--- src/rtl/lbus_seq_pkg.sv ---
// Shared types for the local bus cycle sequencer.
// Assumes: a single outstanding access; state encoding is free for synthesis.
package lbus_seq_pkg;

    // Sequencer phase of one local access
    typedef enum logic [1:0] {
        ST_IDLE = 2'd0,   // bus free for a new access or for the external master
        ST_DLY  = 2'd1,   // address valid, counting down to the strobe
        ST_ADS  = 2'd2,   // address strobe asserted for this single cycle
        ST_WAIT = 2'd3    // waiting for ready or timeout
    } seq_state_t;

endpackage

--- src/rtl/lbus_grant_arb.sv ---
// Grant arbiter for the external local-bus master.
// Grants when the sequencer is idle with no bridge request pending; releases
// when the master drops its request or, in preempt mode, when a bridge request
// appears. Assumes the master drops ext_req once its grant is withdrawn.
module lbus_grant_arb (
    input  logic clk,
    input  logic rst_n,
    input  logic ext_req,
    input  logic req_pending,
    input  logic seq_busy,
    input  logic hold_mode,
    output logic ext_gnt
);

    logic gnt_q;
    logic gnt_d;

    // Next-grant decision from the current owner and pending work
    always_comb begin
        gnt_d = gnt_q;
        if (gnt_q) begin
            if (!ext_req)
                gnt_d = 1'b0;
            else if (!hold_mode && req_pending)
                gnt_d = 1'b0;
        end else if (ext_req && !seq_busy && !req_pending) begin
            gnt_d = 1'b1;
        end
    end

    // Grant register
    always_ff @(posedge clk) begin
        if (!rst_n)
            gnt_q <= 1'b0;
        else
            gnt_q <= gnt_d;
    end

    assign ext_gnt = gnt_q;

endmodule

--- src/rtl/lbus_ads_delay.sv ---
// Address-strobe delay counter.
// Decodes the 2-bit delay code into a clock count, loads it when an access
// starts, and flags the last counting cycle. Assumes load is a single pulse.
module lbus_ads_delay #(
    parameter int D_CODE1 = 4,
    parameter int D_CODE2 = 8,
    parameter int D_CODE3 = 16
) (
    input  logic       clk,
    input  logic       rst_n,
    input  logic       load,
    input  logic [1:0] code,
    output logic       is_zero,
    output logic       last
);

    localparam int DMAX = (D_CODE3 > D_CODE2) ? ((D_CODE3 > D_CODE1) ? D_CODE3 : D_CODE1)
                                              : ((D_CODE2 > D_CODE1) ? D_CODE2 : D_CODE1);
    localparam int CW   = $clog2(DMAX + 1);

    logic [CW-1:0] init;
    logic [CW-1:0] cnt;

    // Decode the delay code into a clock count
    always_comb begin
        case (code)
            2'd1:    init = CW'(D_CODE1);
            2'd2:    init = CW'(D_CODE2);
            2'd3:    init = CW'(D_CODE3);
            default: init = '0;
        endcase
    end

    // Down-counter, reloaded at access start
    always_ff @(posedge clk) begin
        if (!rst_n)
            cnt <= '0;
        else if (load)
            cnt <= init;
        else if (cnt != '0)
            cnt <= cnt - 1'b1;
    end

    assign is_zero = (init == '0);
    assign last    = (cnt == CW'(1));

endmodule

--- src/rtl/lbus_rdy_timer.sv ---
// Ready-wait counter.
// Counts wait cycles while run is high and reports the final allowed cycle
// for the selected limit. Cleared whenever run is low.
module lbus_rdy_timer #(
    parameter int TO_SHORT = 32,
    parameter int TO_LONG  = 64
) (
    input  logic clk,
    input  logic rst_n,
    input  logic run,
    input  logic sel_long,
    output logic at_limit
);

    localparam int TMAX = (TO_LONG > TO_SHORT) ? TO_LONG : TO_SHORT;
    localparam int TW   = $clog2(TMAX + 1);

    logic [TW-1:0] cnt;
    logic [TW-1:0] lim_m1;

    // Pick the last allowed wait-cycle index
    assign lim_m1 = sel_long ? TW'(TO_LONG - 1) : TW'(TO_SHORT - 1);

    // Wait-cycle counter
    always_ff @(posedge clk) begin
        if (!rst_n || !run)
            cnt <= '0;
        else
            cnt <= cnt + 1'b1;
    end

    assign at_limit = run && (cnt == lim_m1);

endmodule

--- src/rtl/lbus_cycle_seq.sv ---
// Local bus cycle sequencer with external-master arbiter (top).
// Runs one bridge access: address valid, delayed one-clock strobe, wait for
// ready or an optional timeout, done pulse. Shares the bus with an external
// master through lbus_grant_arb. Assumes req_valid and req_addr stay stable
// until done is seen.
module lbus_cycle_seq
    import lbus_seq_pkg::*;
#(
    parameter int AW       = 16,
    parameter int D_CODE1  = 4,
    parameter int D_CODE2  = 8,
    parameter int D_CODE3  = 16,
    parameter int TO_SHORT = 32,
    parameter int TO_LONG  = 64
) (
    input  logic          clk,
    input  logic          rst_n,
    input  logic          req_valid,
    input  logic [AW-1:0] req_addr,
    input  logic          ext_req,
    input  logic          rdy_n,
    input  logic [1:0]    cfg_ads_dly,
    input  logic          cfg_to_en,
    input  logic          cfg_to_sel,
    input  logic          cfg_grant_hold,
    output logic          ext_gnt,
    output logic          addr_valid,
    output logic [AW-1:0] addr_out,
    output logic          ads_n,
    output logic          done,
    output logic          timeout_flag
);

    seq_state_t st;
    logic       start;
    logic       busy;
    logic       dly_zero;
    logic       dly_last;
    logic       to_hit;

    assign busy  = (st != ST_IDLE);
    assign start = (st == ST_IDLE) && req_valid && !ext_gnt && !ext_req && !done;

    lbus_grant_arb i_arb (
        .clk         (clk),
        .rst_n       (rst_n),
        .ext_req     (ext_req),
        .req_pending (req_valid),
        .seq_busy    (busy),
        .hold_mode   (cfg_grant_hold),
        .ext_gnt     (ext_gnt)
    );

    lbus_ads_delay #(
        .D_CODE1 (D_CODE1),
        .D_CODE2 (D_CODE2),
        .D_CODE3 (D_CODE3)
    ) i_dly (
        .clk     (clk),
        .rst_n   (rst_n),
        .load    (start),
        .code    (cfg_ads_dly),
        .is_zero (dly_zero),
        .last    (dly_last)
    );

    lbus_rdy_timer #(
        .TO_SHORT (TO_SHORT),
        .TO_LONG  (TO_LONG)
    ) i_tmr (
        .clk      (clk),
        .rst_n    (rst_n),
        .run      (st == ST_WAIT),
        .sel_long (cfg_to_sel),
        .at_limit (to_hit)
    );

    // Access sequencing, address capture, done pulse and sticky timeout
    always_ff @(posedge clk) begin
        if (!rst_n) begin
            st           <= ST_IDLE;
            addr_valid   <= 1'b0;
            addr_out     <= '0;
            done         <= 1'b0;
            timeout_flag <= 1'b0;
        end else begin
            done <= 1'b0;
            case (st)
                ST_IDLE: begin
                    if (start) begin
                        addr_out   <= req_addr;
                        addr_valid <= 1'b1;
                        st         <= dly_zero ? ST_ADS : ST_DLY;
                    end
                end
                ST_DLY: begin
                    if (dly_last)
                        st <= ST_ADS;
                end
                ST_ADS: begin
                    st <= ST_WAIT;
                end
                ST_WAIT: begin
                    if (!rdy_n) begin
                        done       <= 1'b1;
                        addr_valid <= 1'b0;
                        st         <= ST_IDLE;
                    end else if (cfg_to_en && to_hit) begin
                        done         <= 1'b1;
                        addr_valid   <= 1'b0;
                        timeout_flag <= 1'b1;
                        st           <= ST_IDLE;
                    end
                end
                default: st <= ST_IDLE;
            endcase
        end
    end

    // Strobe is a pure decode of the one-cycle strobe phase
    assign ads_n = (st != ST_ADS);

endmodule

--- config.mk ---
export PLATFORM = sky130hd
export DESIGN_NAME = lbus_cycle_seq
export DESIGN_NICKNAME = d
export VERILOG_FILES = /design/src/rtl/lbus_seq_pkg.sv /design/src/rtl/lbus_grant_arb.sv /design/src/rtl/lbus_ads_delay.sv /design/src/rtl/lbus_rdy_timer.sv /design/src/rtl/lbus_cycle_seq.sv
export SDC_FILE = /design/constraint.sdc
export NUM_CORES = 1
export LEC_CHECK = 0
export BUFFER_PORTS_ARGS = -buffer_cell sky130_fd_sc_hd__buf_2
export CELL_PAD_IN_SITES_DETAIL_PLACEMENT = 1
export CELL_PAD_IN_SITES_GLOBAL_PLACEMENT = 1
export CORE_ASPECT_RATIO = 0.5
export CORE_MARGIN = 2
export CORE_UTILIZATION = 37
export CTS_CLUSTER_SIZE = 20
export DETAILED_ROUTE_END_ITERATION = 7
export GPL_TIMING_DRIVEN = 0
export PLACE_DENSITY_LB_ADDON = 0.1
export SYNTH_ARGS = -nofsm -noshare
export SYNTH_HDL_FRONTEND = slang
export SYNTH_HIERARCHICAL = 1
export SYNTH_SLANG_ARGS = --single-unit
--- constraint.sdc ---
create_clock -name clk -period 2.6 [get_ports clk]
set_input_delay 0.78 -clock clk [delete_from_list [all_inputs] [get_ports clk]]
set_output_delay 0.78 -clock clk [all_outputs]
set_load 0.02 [all_outputs]
==> metrics <==
status=complete, no violations; leading register cell type out of synthesis=dfxtp_1; Initial Util=0.3932; H-tree Lvls=2; Layout Skew=just under 0.003 ns; Synth Area in Compound Gates=0.1893; Post-Synthesis Cells=177; register area share after synthesis=0.4345; Post-synth EDFFs=0; most area-consuming cells after synthesis=dfxtp_1 43%, a21boi_0 7.7%, o21ai_0 6.7%, ha_1 6.4%, nand3_1 6.1%; worst setup margin=0.2320 ns; antenna violations before repair=0; Clk pin slew, worst setup/hold paths=approximately 0.070 ns; Sink Count=34; die area=between 0.004 and 0.005 mm2; PortBufs=46; clk_lat worst skew=about 0.28 ns; Hold Path Class=register to register; Final Max Slew Viols=0; number of global-route vias before repair=approximately 1,500; first-pass GRT wire length=~6600 um; DR pass1 iterations=4; count leader, synth=dfxtp_1; fin cells=approximately 290; Num CTS Buffers=5; RePlAce Congestion=0.7761; core area=0.003984 mm2; aggregate global routing overflow=0; DR WL/cell=between 10 and 15 um; Max-Cap Viols=0; # rows=16; synthesized cell area=0.001567 mm2; Yosys Warn Count=6; RSZ-0062 raised after global routing=false; DRT Wirelength=~4000 um; drc violations=0; starting DRC count in detailed routing=25; clock buffer depth=2; post-CTS setup buffers=0; Ports=47; pre-CTS WS=-0.07963 ns; layout cells sized above 1=0.2511; Crit-path slowest cell=or4b_1; post-cts gate resize count=0; Max VDD drop=a little over 0.3 mV; DP HPWL=2848 um; Worst Path Required=around 2.8 ns; Nets=264; power density cells=770.5 mW/mm2; Die H=50.01 um; final setup violation count=0; largest net degree at the start of global routing=14; Max Freq=around 420 MHz; CTS root buffer=clkbuf_8; Mapped Nets=approximately 210; CTS tree=yes; largest family of logic cells by synthesized area=simple AND/OR/NAND/NOR gates; Final period util=0.9108; syn avg cell area=approximately 9 um2; kind of critical path=primary input to register; Synth Area in XOR/XNOR=0.03355; Synth Area in Simple Gates=0.2101; placed cell count=approximately 280; Hold Vio Cnt, Final=0; synth-to-layout area growth=24.84%; minimum clock period=2.368 ns; fillcell total=slightly below 500; ant diodes=0; adder-cell share of the synthesized area=0.06390; FF+latch count, synth=34; Post-DRT Antenna Nets=0; Max-Slew Margin vs Limit=0.4517; ys async rst share=0; Worst Tran Pin Value=between 0.8 and 0.9 ns; routed via count=approximately 1,400; top-area cell type share of the netlist area=0.4345; worst path arrival time=2.54 ns; most instantiated cells after synthesis=34 x dfxtp_1, 21 x o21ai_0, 19 x nand3_1; drt via density=5.039; unique cell type count in the Yosys netlist=36; Pleak=0.0008397 uW; Horiz. Die Dim=96.02 um; CP Cell Sequence=buf_2 -> or4b_1 -> buf_2 -> clkbuf_1 -> nor2_1 -> nand2b_1 -> nand3b_1 -> nand2_1; crit start category=primary input; area leader, netlist=dfxtp_1; crit path max fanout=10; global-route usage over all layers=0.1769; max incr delay on CP=around 0.49 ns; CP endpoint kind=register; mux cell area share after synthesis=0.02716; hold_buf cts=0; Layout Utilization=0.4909; cell with the most instances on the worst path=buf_2
==> final timing paths <==
kind,from,to,slack [ns],depth (start not counted)
max,ext_req,i_dly/cnt[3],0.23,8
min,i_tmr/cnt[0],i_tmr/cnt[0],0.47,1
max reg2reg,i_arb/ext_gnt,i_dly/cnt[3],0.49,7
min reg2reg,i_tmr/cnt[0],i_tmr/cnt[0],0.47,1
==> state kept, by name (all words and copies together) (netlist names) <==
| register | count |
|---|---|
| i_arb/ext_gnt | 1 |
| i_tmr/cnt | 7 |
| st | 2 |
| timeout_flag | 1 |
| i_dly/cnt | 5 |
| addr_out | 16 |
| done | 1 |
| addr_valid | 1 |
==> per-layer routing <==
layer | wire [um] | vias up | part of all wire | global-route usage
met5 | 0 | - | 0 | 0
li1 | - | 726 | - | -
met1 | 1893 | 680 | 0.49 | 0.2187
met4 | 21 | 0 | 0.0054 | 0.04286
met2 | 1769 | 28 | 0.45 | 0.2998
met3 | 205 | 2 | 0.053 | 0.05505
==> power breakdown <==
group	leakage, uW	switching (uW)	total [uW]	internal [uW]
combinational	0.000515	299	480	181
sequential	0.000277	45.5	629	584
clock	0.0000482	184	398	214
total	0.000840	529	1510	978
==> cell families (layout without fill, tap and decap cells) <==
kind of cell | count (synthesis) | count (layout)
mux | 4 | 4
compound gates | 47 | 47
flops | 34 | 34
simple gates | 61 | 61
xor+xnor | 6 | 6
fa+ha+maj | 8 | 8
buf+inv | 17 | 71
==> through the flow <==
step	instance area (um2)	setup TNS [ns]	hold WS, ns	total power (uW)
final	1956	0	0.4659	1507
after global routing	1956	0	0.4934	1618
after floorplan	1567	0	0.4175	969.0
after CTS	1956	0	0.4730	1530
after global placement	1864	-0.03750	0.4278	1105
after detailed placement	1864	-0.07963	0.4353	1125
==> worst max-delay path: cells and delay by family <==
| family | cells | cell delay (ns) |
|---|---|---|
| AND/OR/NAND/NOR | 5 | 1.23 |
| buffers and inverters | 3 | 0.52 |
==> layout by cell type, fill, tap and decap left out, types with 3 or more instances in the layout <==
master	instances
a21boi_0	16
and2_1	3
and3_1	3
buf_2	47
clkbuf_1	8
clkbuf_8	6
dfxtp_1	34
ha_1	8
inv_1	9
nand2_1	11
nand3_1	19
nor2_1	8
o21ai_0	21
xor2_1	4
==> area by class of cell <==
cell class                 count  area (um2)  share of cell area
multi-input combinational    126       820.8              0.4197
sequential                    34       680.7              0.3480
timing repair buffer          46       230.2              0.1177
clock buffer                   7       86.33             0.04415
tap                           54       67.56             0.03455
inverter                       9       33.78             0.01727
buffer                         8       31.28             0.01599
clock inverter                 1       5.005            0.002559
(Power assumes the default switching activity.)
